[src/rtl/wdt_pkg.sv]
package wdt_pkg;
  // Strobes sent from the control block to the datapath.
  typedef struct packed {
    logic run;        // count advances this cycle
    logic kick;       // restart the count from zero
    logic fireReset;  // start the system reset pulse
  } wdtStrobes_t;

  typedef enum logic [1:0] {
    REG_CS0   = 2'd0,
    REG_CS1   = 2'd1,
    REG_TBASE = 2'd2,
    REG_NONE  = 2'd3
  } regSel_t;
endpackage

[src/rtl/wdt_ctrl.sv]
module wdt_ctrl
  import wdt_pkg::*;
#(
  parameter int LOCK_ONCE = 0
) (
  input  logic        clk,
  input  logic        rstN,
  input  logic        wrEn,
  input  regSel_t     regSel,
  input  logic [3:0]  wrBits,
  input  logic        expiry,
  output wdtStrobes_t strobes,
  output logic        enA,
  output logic        enB,
  output logic        expired,
  output logic        rstStatus
);
  logic wrCs0, wrCs1, kick, expiryEff, lockActive;
  logic enANext, enBNext;

  assign wrCs0 = wrEn && (regSel == REG_CS0);
  assign wrCs1 = wrEn && (regSel == REG_CS1);
  assign kick  = wrCs0 && (wrBits[3] || wrBits[2]);
  assign expiryEff = expiry && !kick;

  // The lock flag exists only when the enable-once option is built in.
  generate
    if (LOCK_ONCE != 0) begin : g_lock
      logic armed;
      always_ff @(posedge clk) begin
        if (!rstN) armed <= 1'b0;
        else       armed <= armed | enANext | enBNext;
      end
      assign lockActive = armed;
    end else begin : g_nolock
      assign lockActive = 1'b0;
    end
  endgenerate

  always_comb begin
    enANext = enA;
    enBNext = enB;
    if (wrCs0) begin
      enANext = lockActive ? (enA | wrBits[1]) : wrBits[1];
      enBNext = lockActive ? (enB | wrBits[0]) : wrBits[0];
    end
    if (wrCs1) begin
      enBNext = lockActive ? (enB | wrBits[0]) : wrBits[0];
    end
  end

  always_ff @(posedge clk) begin
    if (!rstN) begin
      enA       <= 1'b0;
      enB       <= 1'b0;
      expired   <= 1'b0;
      rstStatus <= 1'b0;
    end else begin
      enA <= enANext;
      enB <= enBNext;
      if (wrCs0 && wrBits[2])   expired <= 1'b0;
      else if (expiryEff)       expired <= 1'b1;
      if (wrCs0 && wrBits[3])         rstStatus <= 1'b0;
      else if (expiryEff && expired)  rstStatus <= 1'b1;
    end
  end

  assign strobes.run       = enA | enB;
  assign strobes.kick      = kick;
  assign strobes.fireReset = expiryEff && expired;
endmodule

[src/rtl/wdt_datapath.sv]
module wdt_datapath
  import wdt_pkg::*;
#(
  parameter int INTERVAL  = 16,
  parameter int RST_PULSE = 16,
  parameter int TB_W      = 32
) (
  input  logic                clk,
  input  logic                rstN,
  input  wdtStrobes_t         strobes,
  output logic                expiry,
  output logic                sysReset,
  output logic [TB_W-1:0]     timebase,
  output logic [INTERVAL-1:0] wdCount
);
  localparam int PULSE_W = $clog2(RST_PULSE + 1);
  localparam logic [PULSE_W-1:0] PULSE_LOAD = PULSE_W'(RST_PULSE);

  logic [PULSE_W-1:0] pulseLeft;

  always_ff @(posedge clk) begin
    if (!rstN) timebase <= '0;
    else       timebase <= timebase + 1'b1;
  end

  // The count wraps to zero at the end of each period.
  always_ff @(posedge clk) begin
    if (!rstN)                           wdCount <= '0;
    else if (!strobes.run || strobes.kick) wdCount <= '0;
    else                                 wdCount <= wdCount + 1'b1;
  end

  assign expiry = strobes.run && (&wdCount);

  always_ff @(posedge clk) begin
    if (!rstN)                  pulseLeft <= '0;
    else if (strobes.fireReset) pulseLeft <= PULSE_LOAD;
    else if (pulseLeft != '0)   pulseLeft <= pulseLeft - 1'b1;
  end

  assign sysReset = (pulseLeft != '0);
endmodule

[src/rtl/twostage_wdt.sv]
module twostage_wdt
  import wdt_pkg::*;
#(
  parameter int INTERVAL  = 16,
  parameter int RST_PULSE = 16,
  parameter int LOCK_ONCE = 0,
  parameter int TB_W      = 32,
  parameter int ADDR_W    = 4,
  parameter int DATA_W    = 32
) (
  input  logic              clk,
  input  logic              rstN,
  input  logic              wrEn,
  input  logic [ADDR_W-1:0] addr,
  input  logic [DATA_W-1:0] wdata,
  output logic [DATA_W-1:0] rdata,
  output logic              irq,
  output logic              sysReset
);
  regSel_t             regSel;
  wdtStrobes_t         strobes;
  logic                expiry, enA, enB, expired, rstStatus;
  logic [TB_W-1:0]     timebase;
  logic [INTERVAL-1:0] wdCount;
  logic                unusedBits;

  assign regSel     = regSel_t'(addr[3:2]);
  assign unusedBits = ^wdata[DATA_W-1:4] ^ ^addr[1:0];

  wdt_ctrl #(.LOCK_ONCE(LOCK_ONCE)) u_ctrl (
    .clk(clk), .rstN(rstN), .wrEn(wrEn), .regSel(regSel),
    .wrBits(wdata[3:0]), .expiry(expiry), .strobes(strobes),
    .enA(enA), .enB(enB), .expired(expired), .rstStatus(rstStatus)
  );

  wdt_datapath #(.INTERVAL(INTERVAL), .RST_PULSE(RST_PULSE), .TB_W(TB_W)) u_dp (
    .clk(clk), .rstN(rstN), .strobes(strobes), .expiry(expiry),
    .sysReset(sysReset), .timebase(timebase), .wdCount(wdCount)
  );

  always_comb begin
    unique case (regSel)
      REG_CS0:   rdata = DATA_W'({rstStatus, expired, enA, enB});
      REG_CS1:   rdata = DATA_W'(enB);
      REG_TBASE: rdata = DATA_W'(timebase);
      default:   rdata = '0;
    endcase
  end

  assign irq = expired;
endmodule

[config.mk]
export PLATFORM = sky130hd
export DESIGN_NAME = twostage_wdt
export DESIGN_NICKNAME = d
export VERILOG_FILES = /design/src/rtl/wdt_pkg.sv /design/src/rtl/wdt_ctrl.sv /design/src/rtl/wdt_datapath.sv /design/src/rtl/twostage_wdt.sv
export SDC_FILE = /design/constraint.sdc
export NUM_CORES = 1
export LEC_CHECK = 0
export ABC_AREA = 1
export BUFFER_PORTS_ARGS = -buffer_cell sky130_fd_sc_hd__buf_2
export CAP_MARGIN = 20
export CELL_PAD_IN_SITES_DETAIL_PLACEMENT = 2
export CELL_PAD_IN_SITES_GLOBAL_PLACEMENT = 2
export CORE_MARGIN = 2
export CORE_UTILIZATION = 26
export CTS_BUF_LIST = sky130_fd_sc_hd__clkbuf_2
export CTS_CLUSTER_DIAMETER = 100
export DETAILED_ROUTE_END_ITERATION = 8
export HOLD_SLACK_MARGIN = 0.05
export PLACE_DENSITY = 0.86
export SYNTH_ARGS = -nofsm -noshare
export SYNTH_HDL_FRONTEND = slang
export SYNTH_SLANG_ARGS = --single-unit
[constraint.sdc]
create_clock -name clk -period 1.2 [get_ports clk]
set_input_delay 0.12 -clock clk [delete_from_list [all_inputs] [get_ports clk]]
set_output_delay 0.12 -clock clk [all_outputs]
set_load 0.005 [all_outputs]
==> results_tabular.tex, run 1 <==
\begin{tabular}{lr}
\hline
Metric & Value \\
\hline
\multicolumn{2}{l}{\textbf{Run status}} \\
\quad Outcome & aborted with a tool error \\
\quad Fail Step & global routing \\
\quad Tool error & [ERROR DPL-0033] detailed placement checks failed during check placement. \\
\multicolumn{2}{l}{\textbf{Yosys}} \\
\quad Number of instances in the synthesized netlist & 483 \\
\quad Synth Area in Simple Gates & 38.5\% \\
\quad Count of cell types in the netlist & 24 \\
\quad Share of the synthesized area in the top cell type & 37.5\% \\
\quad Area leader, netlist & dfxtp\_1 \\
\quad Main combinational cell family by area after synthesis & simple AND/OR/NAND/NOR gates \\
\quad Register bit count reported by yosys & 57 \\
\quad Cell area after technology mapping & 0.00304 mm2 \\
\quad Syn\_nets & 525 \\
\quad Proportion of synthesized area in mux cells & 0\% \\
\quad Synth warnings & 0 \\
\quad Mean area per synthesized cell & 6.29 um2 \\
\quad Most frequent cell after synthesis & nand2\_1 \\
\quad Post-synth EDFFs & 0 \\
\quad Flip-flop cell with the highest count after synthesis & dfxtp\_1 \\
\quad Share of the synthesized area in compound gates (AO/OA/AOI/OAI) & 10.7\% \\
\quad Post-Synth Adder-Cell Area & 1.23\% \\
\quad Main area contributors after synthesis & dfxtp\_1, nand2\_1, nor2\_1 \\
\quad Top cell types by occurrence after synthesis & nand2\_1, nor2\_1, inv\_1 \\
\quad Share of synthesized registers carrying an async set or reset & 0\% \\
\quad Area share of xor/xnor cells in the synthesized design & 2.30\% \\
\quad Part of the Yosys area used for sequential elements & 37.5\% \\
\multicolumn{2}{l}{\textbf{Floorplan}} \\
\quad Effective utilization at floorplan & 26.6\% \\
\quad Standard-cell row count & 39 \\
\quad DIE WIDTH & 112 um \\
\quad Number of top-level pins & 73 \\
\quad Die outline height & 112 um \\
\multicolumn{2}{l}{\textbf{Placed design}} \\
\quad PortBufs & 42 \\
\quad Placed standard-cell area & 0.00406 mm2 \\
\quad Number of cells after detailed placement & 734 \\
\quad GP Congestion & 0.833 \\
\quad Sum of net half-perimeters after detailed placement & 9960 um \\
\multicolumn{2}{l}{\textbf{Timing}} \\
\quad GRT worst endpoint & sysReset \\
\quad Worst endpoint type & primary output \\
\multicolumn{2}{l}{\textbf{Clock tree}} \\
\quad Root Buffer & clkbuf\_2 \\
\quad Number of buffers on the longest clock path & 2 \\
\quad Htree depth & 3 \\
\quad Number of buffers created by CTS & 9 \\
\quad Num Clock Sinks & 57 \\
\multicolumn{2}{l}{\textbf{Global routing}} \\
\quad Pin count of the biggest net entering global routing & 22 \\
\quad Initial antenna violation count & 0 \\
\hline
\end{tabular}
[per-stage QoR]
| step | worst slack [ps] | utilization, % | setup TNS (ps) | hold WS [ps] |
|---|---|---|---|---|
| 2_1_floorplan | -49.7 | - | -116 | 259 |
| 3_3_place_gp | -163 | 35.5 | -2410 | 358 |
| 3_5_place_dp | -292 | 35.5 | -7570 | 365 |
| 4_1_cts | -548 | 48.6 | -15180 | -74.8 |
[logic make-up after synthesis]
logic type,count (synthesis)
AOI/OAI and AO/OA,62
xor gates and xnor gates,8
buffers and inverters,78
and+or+nand+nor,275
DFF,57
adders and majority gates,3
[repair_timing]
item / 4_1_cts
pin swaps: 107
buffers inserted: 71
setup endpoints to repair: 81
resized for setup: 266
endpoints found under the hold margin: 33
hold buffers: 11
==> run 2, diff against run 1 <==
Settings changed: CELL_PAD_IN_SITES_DETAIL_PLACEMENT 2 to unset, CELL_PAD_IN_SITES_GLOBAL_PLACEMENT 2 to unset, CORE_UTILIZATION 26 to 40, CTS_BUF_LIST sky130_fd_sc_hd__clkbuf_2 to unset, CTS_CLUSTER_DIAMETER 100 to unset, HOLD_SLACK_MARGIN 0.05 to unset, PLACE_DENSITY 0.86 to unset, PLACE_DENSITY_LB_ADDON set to 0.15.
Clock period 1.2 ns to 1.6 ns, I/O delays scaled along.
==> run 2 against run 1 <==
  * The flow now finishes without violations
  * Synthesized area stayed put
  * Synthesized cell count unchanged
==> results_tabular.tex, run 2 <==
\begin{tabular}{lr}
\hline
Metric & Value \\
\hline
\multicolumn{2}{l}{\textbf{Run status}} \\
\quad Outcome & completed \\
\multicolumn{2}{l}{\textbf{Route}} \\
\quad Drt first-iter violations & 132 \\
\quad Vias/cell & 4.80 \\
\quad Met2 wire len & 3440 um \\
\quad Post-DR wirelength/cell & 11.3 um \\
\quad Vias & 3,068 \\
\quad First drt pass iteration count & 5 \\
\quad Routed met3 length & 353 um \\
\quad Routed Wire Length & 7240 um \\
\quad Top routing layer in use & met4 \\
\quad Detailed-route DRC error count & 0 \\
\quad WL met1 & 3350 um \\
\quad ANT nets after route & 0 \\
\multicolumn{2}{l}{\textbf{Clock tree}} \\
\quad Number of hold buffers added after cts & 0 \\
\quad Number of buffers on the longest clock path & 2 \\
\quad Number of buffers created by CTS & 9 \\
\quad Clock-pin slew on the worst setup and hold paths & 70 ps \\
\quad Clock insertion delay at the later pin of the skew report & 350 ps \\
\quad CTS tree & done \\
\quad Num Clock Sinks & 57 \\
\quad Htree depth & 3 \\
\quad Root Buffer & clkbuf\_8 \\
\multicolumn{2}{l}{\textbf{Cells and area}} \\
\quad Registers with the highest flip-flop counts & u\_dp.timebase x32, u\_dp.wdCount x16, u\_dp.pulseLeft x5 \\
\quad Number of flip-flops under the largest register name & 32 \\
\quad Sequential cell area & 0.00114 mm2 \\
\quad Register ranked first by flip-flop count & u\_dp.timebase \\
\quad Area used by multi-input combinational logic & 0.00165 mm2 \\
\quad Area growth from synthesis to layout & 19.2\% \\
\quad Layout fillers & 804 \\
\quad Ratio of cells with drive above 1 in the final layout & 17.6\% \\
\quad Commonest cells after routing, fill and taps aside & nand2\_1, nor2\_1, inv\_1, dfxtp\_1, buf\_2 \\
\quad Post-layout net count & 577 \\
\quad Non-filler cells, final & 639 \\
\quad Most common library cell in the layout ignoring fill and taps & nand2\_1 \\
\quad ANT cells & 0 \\
\multicolumn{2}{l}{\textbf{Yosys}} \\
\quad Register bit count reported by yosys & 57 \\
\quad Count of cell types in the netlist & 24 \\
\quad Most frequent cell after synthesis & nand2\_1 \\
\quad Number of instances in the synthesized netlist & 483 \\
\quad Flip-flop cell with the highest count after synthesis & dfxtp\_1 \\
\quad Synth warnings & 0 \\
\quad Top cell types by occurrence after synthesis & nand2\_1, nor2\_1, inv\_1 \\
\quad Part of the Yosys area used for sequential elements & 37.5\% \\
\quad Share of the synthesized area in the top cell type & 37.5\% \\
\quad Syn\_nets & 525 \\
\quad Cell area after technology mapping & 0.00304 mm2 \\
\quad Area leader, netlist & dfxtp\_1 \\
\quad Mean area per synthesized cell & 6.29 um2 \\
\quad Main area contributors after synthesis & dfxtp\_1, nand2\_1, nor2\_1 \\
\quad Share of synthesized registers carrying an async set or reset & 0\% \\
\quad Post-synth EDFFs & 0 \\
\multicolumn{2}{l}{\textbf{Pwr}} \\
\quad Logic gate share of total power & 14.2\% \\
\quad Static power due to leakage & 1.31 nW \\
\quad Share of total power in sequential cells & 47.7\% \\
\quad Pint & 2.28 mW \\
\quad Net load switching power & 924 uW \\
\quad P per Cell Area & 884 mW/mm2 \\
\quad Clock network power share & 38.2\% \\
\quad Switching part of the total & 28.9\% \\
\quad Highest ir drop seen on vdd & 406 uV \\
\multicolumn{2}{l}{\textbf{Critical path}} \\
\quad Type of element capturing the critical path & output port \\
\quad Largest incremental delay on the critical path & 340 ps \\
\quad Peak fanout along the critical path & 3 \\
\quad Worst reg2reg path depth & 7 \\
\quad Element type at the critical path start & flip-flop \\
\quad Data arrival time of the worst path & 1350 ps \\
\quad CP Cell Sequence & inv\_1 > ha\_1 > inv\_1 > nor3\_2 > nand2\_1 > buf\_2 \\
\quad Standard cell with the maximum stage delay on the critical path & dfxtp\_1 \\
\quad Data required, critical path & 1440 ps \\
\quad Setup Crit Path Kind & flip-flop to output port \\
\quad Most Frequent Cell on Critical Path & inv\_1 \\
\multicolumn{2}{l}{\textbf{Hold path}} \\
\quad WHS Path Cells & 3 \\
\quad Hold crit path type & input pin to flip-flop \\
\multicolumn{2}{l}{\textbf{Global routing}} \\
\quad GRT Overall Usage & 18.4\% \\
\quad Wire length of the first global-routing pass & 12,400 um \\
\quad Pin count of the biggest net entering global routing & 22 \\
\quad Initial antenna violation count & 0 \\
\quad Vias in the first global route & 2,833 \\
\quad Total congestion overflow after global routing & 0 \\
\multicolumn{2}{l}{\textbf{Floorplan}} \\
\quad Standard-cell row count & 31 \\
\quad Effective utilization at floorplan & 41.7\% \\
\quad DIE WIDTH & 91.2 um \\
\quad Overall die area & 0.00831 mm2 \\
\quad Die outline height & 91.2 um \\
\quad Core Area & 0.00729 mm2 \\
\quad Number of top-level pins & 73 \\
\multicolumn{2}{l}{\textbf{Timing}} \\
\quad Max-slew violations & 0 \\
\quad Transition time at the pin with the least slew margin & 437 ps \\
\quad Total setup violations reported at the end of the flow & 0 \\
\quad Fmax & 0.663 GHz \\
\quad Hold slack & 52.6 ps \\
\quad Worst-case headroom to the max-slew limit & 70.6\% \\
\quad Period utilization & 94.3\% \\
\quad Final Hold Violating Endpoints & 0 \\
\quad Unrepaired setup endpoints after global routing & yes \\
\quad Clock tree skew after final layout & 11.5 ps \\
\quad Final critical path time including I/O delays and setup & 1510 ps \\
\multicolumn{2}{l}{\textbf{Placed design}} \\
\quad Sum of net half-perimeters after detailed placement & 5570 um \\
\quad GP Congestion & 0.838 \\
\quad PortBufs & 42 \\
\quad Number of cells after detailed placement & 622 \\
\multicolumn{2}{l}{\textbf{Run}} \\
\quad Max cap viols & 0 \\
\hline
\end{tabular}
[run 2: cell counts after synthesis]
No cell type changed its count.
[run 2: power groups by stage]
stage | combinational (mW) | sequential (mW) | clock [mW]
after floorplan | 0.303 | 1.54 | 0
after global placement | 0.389 | 1.55 | 0
after detailed placement | 0.402 | 1.55 | 0
after CTS | 0.445 | 1.52 | 1.25
after global routing | 0.547 | 1.53 | 1.32
final | 0.455 | 1.53 | 1.22
[run 2: what timing repair did]
item	in CTS	in global routing
buffers inserted	1	0
resized for setup	0	13
endpoints found under the setup margin	1	12
pin swaps	1	3
[run 2: metal layers]
layer	vias to the layer above	track usage (%)
li1	1614	-
met1	1385	21.8
met2	59	31.5
met3	10	5.89
met4	0	5.93
met5	-	0
[run 2: stage by stage]
step	instance area, um2	utilization [%]	total power, mW	setup TNS (ps)	setup WS, ps
after floorplan	3040	-	1.85	0	289
after global placement	3390	46.4	1.94	0	117
after detailed placement	3390	46.4	1.95	0	92.7
after CTS	3570	49.0	3.21	0	25.7
after global routing	3620	49.7	3.40	-44.4	-35.6
final	3620	49.7	3.20	0	90.9
[run 2: final timing paths]
path | from | end | slack, ps
worst min register to register | u_dp.timebase[0]$_SDFF_PN0_ | u_dp.timebase[0]$_SDFF_PN0_ | 420
worst min-delay path | wdata[1] | u_ctrl.enA$_SDFFE_PN0P_ | 50
worst max-delay path | u_dp.pulseLeft[0]$_SDFFE_PP0P_ | sysReset | 90
worst max register to register | u_dp.timebase[1]$_SDFF_PN0_ | u_dp.timebase[16]$_SDFF_PN0_ | 130
[run 2: cell families after synthesis]
family                     after synthesis  share of synthesized area, %
DFF                                     57                          37.5
AOI/OAI and AO/OA                       62                          10.7
buffers and inverters                   78                          9.71
adders and majority gates                3                          1.23
xor gates and xnor gates                 8                          2.30
and+or+nand+nor                        275                          38.5
[run 2: final cells by class]
cell class,instances,share of cell area (%)
Sequential cell,57,31.5
Clock buffer,10,3.80
Tap cell,99,3.42
Inverter,70,7.25
Timing Repair Buffer,49,7.25
Clock inverter,6,1.17
Multi-Input combinational cell,348,45.6
[run 2: worst max-delay path: cells and delay by family (launching register included)]
kind | cells | cell delay (ps)
flops | 1 | 340
buf+inv | 3 | 260
simple gates | 2 | 240
fa+ha+maj | 1 | 160
Note: power is estimated with default switching activity, not from simulation.
==> run 3, diff against run 2 <==
Settings changed: CORE_UTILIZATION 40 to 54.
==> run 3 against run 2 <==
  * Maximum frequency about the same
  * Via count rose by 0.23%
  * Combinational power rose by 1%
  * Flip-flop and latch count is the same
  * Die area fell by 25%
  * Sequential share of layout area increased by 0.49 points
  * Critical path type unchanged
==> results_tabular.tex, run 3 (synthesis results as in run 2) <==
\begin{tabular}{lr}
\hline
Metric & Value \\
\hline
\multicolumn{2}{l}{\textbf{Run status}} \\
\quad Outcome & completed \\
\multicolumn{2}{l}{\textbf{Clock tree}} \\
\quad Number of buffers created by CTS & 9 \\
\quad Num Clock Sinks & 57 \\
\quad Clock insertion delay at the later pin of the skew report & 340 ps \\
\quad CTS tree & done \\
\quad Root Buffer & clkbuf\_8 \\
\quad Htree depth & 3 \\
\quad Clock-pin slew on the worst setup and hold paths & 60 ps \\
\quad Number of buffers on the longest clock path & 2 \\
\multicolumn{2}{l}{\textbf{Critical path}} \\
\quad Peak fanout along the critical path & 3 \\
\quad Worst reg2reg path depth & 8 \\
\quad Type of element capturing the critical path & output port \\
\quad CP Cell Sequence & inv\_1 > ha\_1 > inv\_1 > nor3\_2 > nand2\_1 > buf\_2 \\
\quad Worst R2R Start & u\_dp.timebase[0]\$\_SDFF\_PN0\_ \\
\quad Largest incremental delay on the critical path & 330 ps \\
\quad Data required, critical path & 1440 ps \\
\quad Setup Crit Path Kind & flip-flop to output port \\
\quad Register-to-register path setup slack & 120 ps \\
\quad Element type at the critical path start & flip-flop \\
\quad Data arrival time of the worst path & 1350 ps \\
\quad Endpoint of the most critical register-to-register path & u\_dp.timebase[22]\$\_SDFF\_PN0\_ \\
\quad Most Frequent Cell on Critical Path & inv\_1 \\
\quad Standard cell with the maximum stage delay on the critical path & dfxtp\_1 \\
\multicolumn{2}{l}{\textbf{Pwr}} \\
\quad Switching part of the total & 26.5\% \\
\quad Highest ir drop seen on vdd & 768 uV \\
\quad Clock network power share & 39.5\% \\
\quad P per Cell Area & 921 mW/mm2 \\
\quad Logic gate share of total power & 14.0\% \\
\quad Net load switching power & 870 uW \\
\quad Share of total power in sequential cells & 46.5\% \\
\quad Final total power & 3.29 mW \\
\quad Static power due to leakage & 1.30 nW \\
\quad Pint & 2.42 mW \\
\multicolumn{2}{l}{\textbf{Route}} \\
\quad Vias & 3,075 \\
\quad ANT nets after route & 0 \\
\quad Detailed-route DRC error count & 0 \\
\quad First drt pass iteration count & 6 \\
\quad Vias/cell & 5.05 \\
\quad Routed Wire Length & 6970 um \\
\quad Post-DR wirelength/cell & 11.4 um \\
\quad Drt first-iter violations & 95 \\
\multicolumn{2}{l}{\textbf{Timing}} \\
\quad Unrepaired setup endpoints after global routing & yes \\
\quad Final critical path time including I/O delays and setup & 1510 ps \\
\quad Period utilization & 94.3\% \\
\quad Transition time at the pin with the least slew margin & 426 ps \\
\quad Final Hold Violating Endpoints & 0 \\
\quad Clock tree skew after final layout & 5.64 ps \\
\quad Max-slew violations & 0 \\
\quad Fin Setup TNS & 0 ps \\
\quad Total setup violations reported at the end of the flow & 0 \\
\quad Fmax & 0.662 GHz \\
\quad Worst-case headroom to the max-slew limit & 71.4\% \\
\multicolumn{2}{l}{\textbf{Hold path}} \\
\quad Capture endpoint of the worst hold path & u\_ctrl.enA\$\_SDFFE\_PN0P\_ \\
\quad Hold crit path type & input pin to flip-flop \\
\quad WHS Path Cells & 3 \\
\quad Startpoint of the lowest-slack hold path & wdata[1] \\
\multicolumn{2}{l}{\textbf{Global routing}} \\
\quad Vias in the first global route & 2,804 \\
\quad Total congestion overflow after global routing & 0 \\
\quad Wire length of the first global-routing pass & 12,200 um \\
\quad Pin count of the biggest net entering global routing & 23 \\
\quad Initial antenna violation count & 0 \\
\quad GRT Overall Usage & 24.6\% \\
\multicolumn{2}{l}{\textbf{Placed design}} \\
\quad GP Congestion & 0.934 \\
\quad PortBufs & 42 \\
\quad Sum of net half-perimeters after detailed placement & 5290 um \\
\multicolumn{2}{l}{\textbf{Floorplan}} \\
\quad Standard-cell row count & 27 \\
\quad DIE WIDTH & 79.0 um \\
\quad Effective utilization at floorplan & 55.6\% \\
\quad Core Area & 0.00547 mm2 \\
\quad Die outline height & 79.0 um \\
\quad Overall die area & 0.00625 mm2 \\
\quad Number of top-level pins & 73 \\
\multicolumn{2}{l}{\textbf{Cells and area}} \\
\quad Most common library cell in the layout ignoring fill and taps & nand2\_1 \\
\quad Registers with the highest flip-flop counts & u\_dp.timebase x32, u\_dp.wdCount x16, u\_dp.pulseLeft x5 \\
\quad Post-layout net count & 576 \\
\quad Ratio of cells with drive above 1 in the final layout & 16.4\% \\
\quad Layout fillers & 558 \\
\quad Area growth from synthesis to layout & 17.3\% \\
\quad Number of flip-flops under the largest register name & 32 \\
\quad Commonest cells after routing, fill and taps aside & nand2\_1, nor2\_1, inv\_1, dfxtp\_1, buf\_2 \\
\quad ANT cells & 0 \\
\quad Register ranked first by flip-flop count & u\_dp.timebase \\
\multicolumn{2}{l}{\textbf{Run}} \\
\quad Max cap viols & 0 \\
\hline
\end{tabular}
-- run 3: cell types whose count changed in the layout (fill, tap and decap cells not counted), moves of 2 or more --
| cell | delta |
|---|---|
| ha_2 | -2 |
| nor2_4 | -3 |
| nor2_2 | +3 |
| ha_1 | +2 |
| buf_4 | -2 |
-- run 3: stage by stage --
stage | cells | worst slack, ps | util [%] | instance area, um2 | hold WS, ps
2_1_floorplan | 483 | 289 | - | 3040 | 299
4_1_cts | 609 | 45.5 | 64.9 | 3550 | 58.3
5_1_grt | 609 | -43.0 | 65.2 | 3570 | 80.3
3_5_place_dp | 594 | 111 | 61.4 | 3360 | 405
3_3_place_gp | 594 | 151 | 61.4 | 3360 | 398
6_report | 609 | 90.5 | 65.2 | 3570 | 65.4
-- run 3: layout make-up --
class	instances	area, um2	share of cell area [%]
flip-flops and latches	57	1140	32.0
clock inverters	3	42.5	1.19
clock buffers	11	141	3.96
multi-input cells	348	1620	45.4
well taps	72	90.1	2.53
inverters	70	263	7.37
repair buffers	48	268	7.51
-- run 3: repair_timing --
item                       4_1_cts  5_1_grt
resized for setup                0        5
buffers inserted                 1        0
cloned                           0        0
setup endpoints to repair        1        7
hold buffers                     0        0
pin swaps                        1        2
-- run 3: worst max-delay path: cells and delay by family (launching register included) --
| family | cells | cell delay [ps] |
|---|---|---|
| and+or+nand+nor | 2 | 250 |
| buffers and inverters | 3 | 260 |
| DFF | 1 | 330 |
| adders and majority gates | 1 | 160 |
-- run 3: power by group through the flow --
| stage | clock network, mW | registers (mW) | logic [mW] |
|---|---|---|---|
| 4_1_cts | 1.32 | 1.52 | 0.450 |
| 2_1_floorplan | 0 | 1.54 | 0.303 |
| 3_3_place_gp | 0 | 1.55 | 0.386 |
| 3_5_place_dp | 0 | 1.55 | 0.410 |
| 5_1_grt | 1.39 | 1.53 | 0.553 |
| 6_report | 1.30 | 1.53 | 0.460 |
-- run 3: layer usage --
metal / vias up / track usage (%) / wire [um]
met5: - / 0 / 0
met3: 7 / 6.59 / 370
met4: 0 / 8.97 / 81
li1: 1600 / - / -
met1: 1389 / 29.2 / 3120
met2: 79 / 42.4 / 3390
-- run 3: how the worst max path moves through the flow --
stage,start,end,slack (ps),cells past startpoint
global route,u_dp.pulseLeft[0]$_SDFFE_PP0P_,sysReset,-40,6
floorplan,u_dp.wdCount[0]$_SDFF_PP0_,u_dp.pulseLeft[2]$_SDFFE_PP0P_,290,8
global placement,u_dp.timebase[0]$_SDFF_PN0_,u_dp.timebase[18]$_SDFF_PN0_,150,7
CTS,u_dp.pulseLeft[0]$_SDFFE_PP0P_,sysReset,50,6
detailed placement,u_dp.timebase[0]$_SDFF_PN0_,u_dp.timebase[18]$_SDFF_PN0_,110,7
finish,u_dp.pulseLeft[0]$_SDFFE_PP0P_,sysReset,90,6
